===== config.mk =====
export PLATFORM = sky130hd
export DESIGN_NAME = sp_arb
export DESIGN_NICKNAME = d
export VERILOG_FILES = /design/src/rtl/sp_arb_pkg.sv /design/src/rtl/sp_arb_pick.sv /design/src/rtl/sp_arb_hold.sv /design/src/rtl/sp_arb_port.sv /design/src/rtl/sp_arb.sv
export SDC_FILE = /design/constraint.sdc
export NUM_CORES = 1
export LEC_CHECK = 0
export BUFFER_PORTS_ARGS = -buffer_cell sky130_fd_sc_hd__buf_2
export CAP_MARGIN = 20
export CORE_ASPECT_RATIO = 0.6
export CORE_UTILIZATION = 42
export DETAILED_ROUTE_END_ITERATION = 6
export GPL_TIMING_DRIVEN = 0
export PLACE_DENSITY = 0.75
export SYNTH_ARGS = -nofsm -noshare
export SYNTH_HDL_FRONTEND = slang
export SYNTH_HIERARCHICAL = 1
export SYNTH_SLANG_ARGS = --single-unit

===== constraint.sdc =====
create_clock -name clk -period 1.9 [get_ports clk]
set_clock_uncertainty 0.2 [all_clocks]
set_input_delay 0 -clock clk [delete_from_list [all_inputs] [get_ports clk]]
set_output_delay 0 -clock clk [all_outputs]
set_load 0.02 [all_outputs]

===== src/rtl/sp_arb_pkg.sv =====
package sp_arb_pkg;

  // Which requester owns the port in a given cycle
  typedef enum logic [1:0] {
    OWN_NONE  = 2'b00,
    OWN_FETCH = 2'b01,
    OWN_DATA  = 2'b10
  } owner_e;

endpackage


===== src/rtl/sp_arb_pick.sv =====
// Fixed-priority decision: the data access beats the fetch.
module sp_arb_pick
  import sp_arb_pkg::*;
(
  input  logic   fetch_vld,
  input  logic   data_vld,
  output owner_e owner,
  output logic   fetch_wait
);

  always_comb begin
    owner      = OWN_NONE;
    fetch_wait = 1'b0;
    if (data_vld) begin
      owner      = OWN_DATA;
      fetch_wait = fetch_vld;
    end else if (fetch_vld) begin
      owner = OWN_FETCH;
    end
  end

endmodule


===== src/rtl/sp_arb_hold.sv =====
// Keeps a delayed fetch and presents it again in place of the live input.
module sp_arb_hold #(
  parameter int AW = 16
) (
  input  logic          clk,
  input  logic          rst_n,
  input  logic          if_req,
  input  logic [AW-1:0] if_addr,
  input  logic          fetch_wait,
  output logic          fetch_vld,
  output logic [AW-1:0] fetch_addr
);

  logic          held_q, held_d;
  logic [AW-1:0] hold_addr_q, hold_addr_d;
  logic          hold_en;

  // The held copy replaces the live request while a fetch is pending
  always_comb begin
    fetch_vld  = held_q | if_req;
    fetch_addr = held_q ? hold_addr_q : if_addr;
  end

  always_comb begin
    held_d      = fetch_wait;
    hold_en     = fetch_wait & ~held_q;
    hold_addr_d = if_addr;
  end

  always_ff @(posedge clk or negedge rst_n) begin
    if (!rst_n) begin
      held_q      <= 1'b0;
      hold_addr_q <= '0;
    end else begin
      held_q <= held_d;
      if (hold_en) begin
        hold_addr_q <= hold_addr_d;
      end
    end
  end

endmodule


===== src/rtl/sp_arb_port.sv =====
// Registered drive of the shared memory port and grant outputs.
module sp_arb_port
  import sp_arb_pkg::*;
#(
  parameter int AW = 16,
  parameter int DW = 32
) (
  input  logic          clk,
  input  logic          rst_n,
  input  owner_e        owner,
  input  logic          fetch_wait,
  input  logic [AW-1:0] fetch_addr,
  input  logic          mem_we,
  input  logic [AW-1:0] mem_addr,
  input  logic [DW-1:0] mem_wdata,
  output logic          port_en,
  output logic          port_we,
  output logic [AW-1:0] port_addr,
  output logic [DW-1:0] port_wdata,
  output logic          gnt_if,
  output logic          gnt_mem,
  output logic          if_stall
);

  logic          en_d, we_d, gi_d, gm_d, st_d;
  logic [AW-1:0] addr_d;
  logic [DW-1:0] wdata_d;

  always_comb begin
    en_d    = 1'b0;
    we_d    = 1'b0;
    gi_d    = 1'b0;
    gm_d    = 1'b0;
    st_d    = fetch_wait;
    addr_d  = '0;
    wdata_d = '0;
    unique case (owner)
      OWN_DATA: begin
        en_d   = 1'b1;
        gm_d   = 1'b1;
        we_d   = mem_we;
        addr_d = mem_addr;
        if (mem_we) wdata_d = mem_wdata;
      end
      OWN_FETCH: begin
        en_d   = 1'b1;
        gi_d   = 1'b1;
        addr_d = fetch_addr;
      end
      default: ;
    endcase
  end

  always_ff @(posedge clk or negedge rst_n) begin
    if (!rst_n) begin
      port_en    <= 1'b0;
      port_we    <= 1'b0;
      port_addr  <= '0;
      port_wdata <= '0;
      gnt_if     <= 1'b0;
      gnt_mem    <= 1'b0;
      if_stall   <= 1'b0;
    end else begin
      port_en    <= en_d;
      port_we    <= we_d;
      port_addr  <= addr_d;
      port_wdata <= wdata_d;
      gnt_if     <= gi_d;
      gnt_mem    <= gm_d;
      if_stall   <= st_d;
    end
  end

endmodule


===== src/rtl/sp_arb.sv =====
module sp_arb
  import sp_arb_pkg::*;
#(
  parameter int AW = 16,
  parameter int DW = 32
) (
  input  logic          clk,
  input  logic          rst_n,
  input  logic          if_req,
  input  logic [AW-1:0] if_addr,
  input  logic          mem_req,
  input  logic          mem_we,
  input  logic [AW-1:0] mem_addr,
  input  logic [DW-1:0] mem_wdata,
  output logic          port_en,
  output logic          port_we,
  output logic [AW-1:0] port_addr,
  output logic [DW-1:0] port_wdata,
  output logic          gnt_if,
  output logic          gnt_mem,
  output logic          if_stall
);

  logic          fetch_vld;
  logic [AW-1:0] fetch_addr;
  logic          fetch_wait;
  owner_e        owner;

  sp_arb_hold #(.AW(AW)) u_hold (
    .clk        (clk),
    .rst_n      (rst_n),
    .if_req     (if_req),
    .if_addr    (if_addr),
    .fetch_wait (fetch_wait),
    .fetch_vld  (fetch_vld),
    .fetch_addr (fetch_addr)
  );

  sp_arb_pick u_pick (
    .fetch_vld  (fetch_vld),
    .data_vld   (mem_req),
    .owner      (owner),
    .fetch_wait (fetch_wait)
  );

  sp_arb_port #(.AW(AW), .DW(DW)) u_port (
    .clk        (clk),
    .rst_n      (rst_n),
    .owner      (owner),
    .fetch_wait (fetch_wait),
    .fetch_addr (fetch_addr),
    .mem_we     (mem_we),
    .mem_addr   (mem_addr),
    .mem_wdata  (mem_wdata),
    .port_en    (port_en),
    .port_we    (port_we),
    .port_addr  (port_addr),
    .port_wdata (port_wdata),
    .gnt_if     (gnt_if),
    .gnt_mem    (gnt_mem),
    .if_stall   (if_stall)
  );

endmodule


Word level (Yosys, flattened, before mapping)
Index checks and enable logic that the tools add are counted.
{"block": "totals", "inputBits": 69, "regBits": 69, "wordCells": 25}
{"block": "op_classes", "eq_ne": 2, "n_mux": 11, "bitwise_logic": 3, "reduce_logical": 1}
{"cell": "2-to-1 mux 32 bit", "count": 2}
{"cell": "one-hot mux 16 bit (2 select lines)", "count": 1}
{"cell": "2-to-1 mux 16 bit", "count": 1}
{"cell": "2-to-1 mux 1 bit", "count": 6}
{"cell": "== test 2 x 1 -> 1 bit, second input constant", "count": 1}
{"cell": "== test 2 bit, second input constant", "count": 1}
{"cell": "2-to-1 mux 2 bit", "count": 1}
{"cell": "OR reduction 2 bit", "count": 1}
{"cell": "AND 1 bit", "count": 1}
{"cell": "NOT 1 bit", "count": 1}
{"cell": "OR 1 bit", "count": 1}

Logic depth before layout (Yosys ltp)
Gate-level depths: netlist (run 1).
{"block": "depth", "depth_word": 6, "depth_mapped": 10, "ltp_nobuf": 6}

Hierarchy
The synthesis (run 1) kept the hierarchy.
{"mod": "sp_arb_port", "seq_area_each_um2": 1326.3, "area_each_um2": 1905.6, "cells_per_inst": 136, "n_inst": 1}
{"mod": "sp_arb_hold", "seq_area_each_um2": 425.4, "area_each_um2": 890.9, "cells_per_inst": 55, "n_inst": 1}
{"mod": "sp_arb_pick", "seq_area_each_um2": 0.0, "area_each_um2": 23.8, "cells_per_inst": 3, "n_inst": 1}

Worst setup path after synthesis (run 1)
Ideal clock, no wire load.
{"block": "synth_path", "path_type": "flip-flop to flip-flop", "start": "register u_hold.held_q", "end": "register u_port.port_addr[10]", "path_slack_ps": -224, "arrival_time_ps": 1803, "period_less_slack_ps": 2124, "path_stages_with_launch": 10, "t_required_ps": 1579, "n_path_buf": 4, "setup_ps": 121, "path_cell_list": "dfrtp_1 > buf_6 > buf_2 > or2_2 > and2b_2 > ha_1 > buf_6 > buf_12 > a22oi_2 > nor2_1"}
{"block": "synth_between", "elab_chain_cells": 5, "elab_cells_between_ends": 7}
{"item": "from (decl)", "line": "sp_arb_hold.sv:14", "rtl": "logic held_q, held_d;"}
{"item": "from (signal assigned)", "line": "sp_arb_hold.sv:35", "rtl": "held_q <= held_d;"}
{"item": "OR 1 bit (*)", "line": "sp_arb_hold.sv:20", "rtl": "fetch_vld = held_q | if_req;"}
{"item": "net fetch_vld", "line": "sp_arb.sv:24", "rtl": "logic fetch_vld;"}
{"item": "2-to-1 mux 1 bit (*)", "line": "sp_arb_pick.sv:17", "rtl": "end else if (fetch_vld) begin"}
{"item": "2-to-1 mux 2 bit (*)", "line": "sp_arb_pick.sv:14", "rtl": "if (data_vld) begin"}
{"item": "net owner[0]", "line": "sp_arb.sv:27", "rtl": "owner_e owner;"}
{"item": "== test 2 x 1 -> 1 bit or == test 2 bit (tied branches)", "line": "sp_arb_port.sv:37", "rtl": "unique case (owner)"}
{"item": "one-hot mux 16 bit (2 select lines) (*)", "line": "sp_arb_port.sv:37"}
{"item": "net u_port.addr_d[10]", "line": "sp_arb_port.sv:26", "rtl": "logic [AW-1:0] addr_d;"}
{"item": "to (signal assigned)", "line": "sp_arb_port.sv:66", "rtl": "port_addr <= addr_d;"}
{"item": "to (decl)", "line": "sp_arb_port.sv:18", "rtl": "output logic [AW-1:0] port_addr,"}
Mark *: on every way through the listed nets, which the timed path passes. The rest lies on a longest branch.
A chain may end at the register's enable or synchronous reset.

Worst setup path in the final report (run 1)
{"block": "layout_path", "start": "register u_hold.held_q", "end": "register u_port.port_wdata[22]"}
{"block": "layout_between", "elab_chain_cells": 5}
{"item": "OR 1 bit", "line": "sp_arb_hold.sv:20"}
{"item": "net fetch_vld", "line": "sp_arb.sv:24"}
{"item": "2-to-1 mux 1 bit", "line": "sp_arb_pick.sv:17"}
{"item": "2-to-1 mux 2 bit", "line": "sp_arb_pick.sv:14"}
{"item": "net owner[0]", "line": "sp_arb.sv:27"}
{"item": "== test 2 bit", "line": "sp_arb_port.sv:37"}
{"item": "2-to-1 mux 32 bit", "line": "sp_arb_port.sv:37"}
{"item": "net u_port.wdata_d[22]", "line": "sp_arb_port.sv:27", "rtl": "logic [DW-1:0] wdata_d;"}
{"item": "to (signal assigned)", "line": "sp_arb_port.sv:67", "rtl": "port_wdata <= wdata_d;"}
{"item": "to (decl)", "line": "sp_arb_port.sv:19", "rtl": "output logic [DW-1:0] port_wdata,"}
The timed path passes the listed nets, and every way through them passes these cells.

==> results.toml, run 1 <==
[routing]
ant_nets = 0
dr.pass1.iters = 4
via_per_inst = 4.70
drc = 0
drt_iter0_markers = 58
routedWlPerCell_um = 16.3
wl_um = 8030
vias = 2313

[sta]
clock.fmax_mhz = 557
tightest_slew_ns = 0.883
final_max_slew_viol_count = 0
rsz0062_at_grt = "false"
min_period_ns = 1.79
hold_viol = 0
hold_ws_ns = 0.0965
setup_viol = 0
min_period_over_period_pct = 94.4
max_slew_margin_pct = 41.1

[worst_setup_path]
crit_start = "u_hold/held_q"
crit_path_cell_trace = "or2_4 > and2b_2 > inv_4 > ha_4 > clkbuf_16 > and3_1"
r2r_start = "u_hold/held_q"
cp-start-kind = "flop"
crit_slowest_cell = "dfrtp_2"
cp_max_fo = 8
crit_buf_inv = 2
critPathTopFamily = "simple AND/OR/NAND/NOR gates"
cp.required_ns = 1.98
path_class = "reg -> reg"
cpPeakStageDelay_ns = 0.43
arrival_ns = 1.88
end_kind = "flop"

[cells_and_area]
seq_area_um2 = 1750
fill_cells = 412
final_common_cell = "buf_2"
areaGrowthSynthToFinish_pct = 70.7
utilization_pct = 76.4
diodes = 0
drive_gt1_share_pct = 54.7
mostFrequentLayoutCells = "buf_2 (123), dfrtp_1 (69), dlygate4sd3_1 (68)"
multi_input_area_um2 = 1010
nets = 475

[grt]
gr-usage-met3_pct = 8.63
grt.overflow.total = 0
grt_use_met1_pct = 29.8
grtUsageMet2_pct = 42.4
busiest_layer = "met2"
grt_max_degree = 71
grt_pass1_wl_um = 12600
grt.total_usage_pct = 25.0
grt_pass1_vias = 2488
antenna_found_initial = 0

[synthesis]
synth_cell_type_count = 19
ys_ff_latch = 70
yosysSeqAreaShare_pct = 62.1
yosys_warnings = 6
syn-num-nets = 266
syn_inst = 194
syn_area_um2 = 2820
synth.avg_cell_area_um2 = 14.5

[die]
core-area_um2 = 6300
die-area_um2 = 7060
io_pins = 122
rows = 22
die_w_um = 108
start_util_pct = 44.7
die_height_um = 65.5

[clocking]
clk_path_buf_depth = 2
cts_root_buf = "clkbuf_8"
cts_max_level = 3
insertion_delay_ns = 0.35
cts_sinks = 70
clkTransAtPathRegs_ns = 0.07
cts_buffers = 9
cts_tree = "yes"

[power]
irDropWorstVdd_mv = 0.467
p_leak_nw = 2.57
cellPowerDensity_nw_per_um2 = 812

[job]
drv_cap = 0

[place]
dp.final_hpwl_um = 4350
place.gp.congestion = 0.745
numPortBuffers = 121

[run_status]
status = "complete, no violations"

[min_path]
hold_class = "in -> async"
synth_stat cells:
library cell,n,share of area (%)
dfrtp_1,70,62
nand2b_4,1,0.49
buf_12,2,1.4
inv_1,3,0.40
and2_1,1,0.22
buf_4,1,0.27
ha_1,3,1.3
nor2_1,16,2.1
clkbuf_2,3,0.53
mux2_2,22,8.8
or2_2,1,0.22
and3_1,32,7.1
buf_6,5,2.0
and2_2,1,0.27
a22oi_2,10,4.4
buf_2,6,1.1
a22oi_1,6,1.6
and2b_2,1,0.31
mux2_4,10,5.3
path summary, 6_finish.rpt:
path,to,slack (ns),cells past startpoint
max,u_port/port_wdata[22],0.11,6
min,u_port/port_wdata[29],0.1,2
max reg2reg,u_port/port_wdata[22],0.11,6
min reg2reg,u_hold/hold_addr_q[14],0.31,1
max in group asynchronous,u_hold/held_q,0.76,2
min in group clk,u_port/port_addr[15],0.22,4
state kept, by name, indices dropped and copies added (netlist names):
register            cells
u_hold/hold_addr_q     16
u_port/port_wdata      32
u_port/gnt_if           1
u_port/port_addr       16
u_port/gnt_mem          1
u_hold/held_q           1
u_port/if_stall         1
u_port/port_we          1
u_port/port_en          1
logic make-up after synthesis:
logic type | count (synthesis) | synth area share, %
buf+inv | 20 | 5.68
simple gates | 53 | 10.7
mux | 32 | 14.1
fa+ha+maj | 3 | 1.33
flops | 70 | 62.1
compound gates | 16 | 6.03
final cells by class:
cell class | instances | area share, %
clock buffers | 12 | 3.43
repair buffers | 204 | 32.1
plain buffers | 11 | 2.96
inverters | 3 | 0.286
multi-input cells | 104 | 21.1
well taps | 84 | 2.18
clock inverters | 4 | 1.59
flip-flops and latches | 70 | 36.4
metrics by stage:
stage / TNS [ns] / instance area [um2] / setup WS (ns) / std cells / total power, mW
finish: 0 / 4810 / 0.106 / 492 / 3.91
global route: 0 / 4810 / 0.0248 / 492 / 4.08
CTS: -2.90 / 4790 / -0.0889 / 493 / 3.92
detailed placement: -8.71 / 3610 / -0.225 / 399 / 2.28
global placement: -7.30 / 3610 / -0.198 / 399 / 2.26
floorplan: -1.62 / 2900 / -0.0909 / 194 / 2.06
where the power goes:
part / total [mW] / internal [mW] / switching [mW]
Sequential: 1.66 / 1.61 / 0.0498
Combinational: 0.834 / 0.483 / 0.351
Clock: 1.41 / 0.851 / 0.563
Total: 3.91 / 2.94 / 0.964
timing repair:
item / CTS / global route
setup endpoints to repair: 64 / 65
setup buffers: 9 / 1
cloned: 5 / 1
resized for setup: 30 / 8
endpoints found under the hold margin: 138 / 0
pin swaps: 4 / 2
hold buffers: 68 / 0
per-layer routing:
layer / wire length, um / vias up
met4: 163 / 0
li1: - / 1094
met5: 0 / -
met3: 438 / 14
met2: 3900 / 81
met1: 3530 / 1124
(Power assumes the default switching activity.)
==> inputs of run 2 (changes only) <==
--- a/config.mk
+++ b/config.mk
@@ -11,7 +11,7 @@
 export CORE_UTILIZATION = 42
 export DETAILED_ROUTE_END_ITERATION = 6
 export GPL_TIMING_DRIVEN = 0
-export PLACE_DENSITY = 0.75
+export PLACE_DENSITY = 0.79
 export SYNTH_ARGS = -nofsm -noshare
 export SYNTH_HDL_FRONTEND = slang
 export SYNTH_HIERARCHICAL = 1
==> run 2 against run 1 <==
Effect of this change: core utilization about the same; sequential power barely moved; first-iteration DRC count is 47% higher; combinational power down 2%; sequential share of layout area hardly changed; count of clock-buffer cells in the layout is 1 lower; hold slack improved by 0.021 ns; maximum frequency shrank 0.86%; register-to-register slack got worse by 0.02 ns.
==> results.toml, run 2 (synthesized netlist as in run 1, its figures left out) <==
[die]
io_pins = 122
rows = 22
die-area_um2 = 7060
start_util_pct = 44.7
core-area_um2 = 6300
die_height_um = 65.5
die_w_um = 108

[power]
p_leak_nw = 2.57
fin_total_pwr_mw = 4.09
cellPowerDensity_nw_per_um2 = 849
irDropWorstVdd_mv = 0.497

[cells_and_area]
largest_reg_flops = 32
diodes = 0
regMostFlops = "u_port/port_wdata"
areaGrowthSynthToFinish_pct = 70.7
largestRegisters = "u_port/port_wdata x32, u_hold/hold_addr_q x16, u_port/port_addr x16"
final_common_cell = "buf_2"
nets = 478
drive_gt1_share_pct = 54.7
mostFrequentLayoutCells = "buf_2 (123), dfrtp_1 (70), dlygate4sd3_1 (68)"

[worst_setup_path]
cp_max_fo = 8
cp-start-kind = "flop"
arrival_ns = 1.88
r2r_start = "u_hold/held_q"
end_kind = "flop"
cp.required_ns = 1.97
path_class = "reg -> reg"
crit_start = "u_hold/held_q"
reg2regPathDepth = 7

[grt]
grt.overflow.total = 0
grt_max_degree = 71
antenna_found_initial = 0
grt_pass1_wl_um = 12700
grt_pass1_vias = 2530
grt.total_usage_pct = 24.8

[routing]
dr.max_layer_used = "met4"
via_per_inst = 4.66
wl_um = 7910
drc = 0
ant_nets = 0
drt_iter0_markers = 85
routedWlPerCell_um = 16.0
dr.pass1.iters = 4
dr_wl_met2_um = 3970
route.met3.wl_um = 390
wl_met1_um = 3480
vias = 2308

[sta]
min_period_over_period_pct = 95.2
rsz0062_at_grt = "false"
hold_viol = 0
min_period_ns = 1.81
final_max_slew_viol_count = 0
clock.fmax_mhz = 553
tightest_slew_ns = 0.860
hold_ws_ns = 0.117
max_slew_margin_pct = 42.7
setup_viol = 0

[place]
place.gp.congestion = 0.779
numPortBuffers = 121
dp.final_hpwl_um = 4310

[min_path]
hold_class = "in -> async"

[clocking]
clk_path_buf_depth = 2
cts_sinks = 70
cts_buffers = 9
insertion_delay_ns = 0.34
cts_tree = "yes"
cts_max_level = 3
clkTransAtPathRegs_ns = 0.07
cts_root_buf = "clkbuf_8"

[job]
drv_cap = 0

[run_status]
status = "complete, no violations"
[run 2: repair_timing]
action | CTS | global route
setup buffers | 11 | 1
hold endpoints to repair | 138 | 0
pin swaps | 6 | 0
gates cloned | 6 | 0
endpoints found under the setup margin | 64 | 62
gates resized for setup | 23 | 8
hold buffers | 68 | 0
[run 2: per-layer routing]
| layer | up-vias | GRT usage [%] |
|---|---|---|
| met2 | 73 | 43.7 |
| met4 | 0 | 7.36 |
| met1 | 1131 | 30.0 |
| li1 | 1095 | - |
| met5 | - | 0 |
| met3 | 9 | 6.65 |
[run 2: worst paths after layout]
path	end	slack, ns
worst max-delay path	u_port/port_wdata[18]	0.09
worst min-delay path	u_port/port_wdata[14]	0.12
worst max register to register	u_port/port_wdata[18]	0.09
worst min register to register	u_hold/hold_addr_q[12]	0.31
max in group asynchronous	u_port/port_addr[12]	0.82
min in group clk	u_port/port_addr[8]	0.23
[run 2: area by class of cell]
cell class | count | area (um2)
clock inverter | 5 | 129
timing repair buffer | 207 | 1540
clock buffer | 11 | 141
sequential | 70 | 1750
fill | 429 | 1490
multi-input combinational | 104 | 996
tap | 84 | 105
inverter | 3 | 13.8
buffer | 11 | 143
[run 2: power by group]
part	leakage, nW	internal, mW	switching [mW]
registers	0.916	1.61	0.0512
logic	1.52	0.468	0.350
clock network	0.134	1.05	0.561
total	2.57	3.12	0.962
[run 2: worst max-delay path, stage by stage (launching register included)]
cell and delay, ns:
dfrtp_1 0.39, or2_4 0.23, and2b_2 0.23, inv_4 0.07, buf_6 0.09, ha_4 0.22
buf_8 0.13, and3_1 0.17
[run 2: through the flow]
| step | cell area [um2] | instances | util [%] | setup TNS [ns] | setup slack (ns) |
|---|---|---|---|---|---|
| 6_report | 4810 | 495 | 76.4 | 0 | 0.0903 |
| 5_1_grt | 4810 | 495 | 76.4 | 0 | 0.0401 |
| 4_1_cts | 4820 | 496 | 76.4 | -3.36 | -0.0996 |
| 3_5_place_dp | 3610 | 399 | 57.3 | -8.00 | -0.241 |
| 3_3_place_gp | 3610 | 399 | 57.3 | -7.05 | -0.189 |
| 2_1_floorplan | 2900 | 194 | - | -1.62 | -0.0909 |
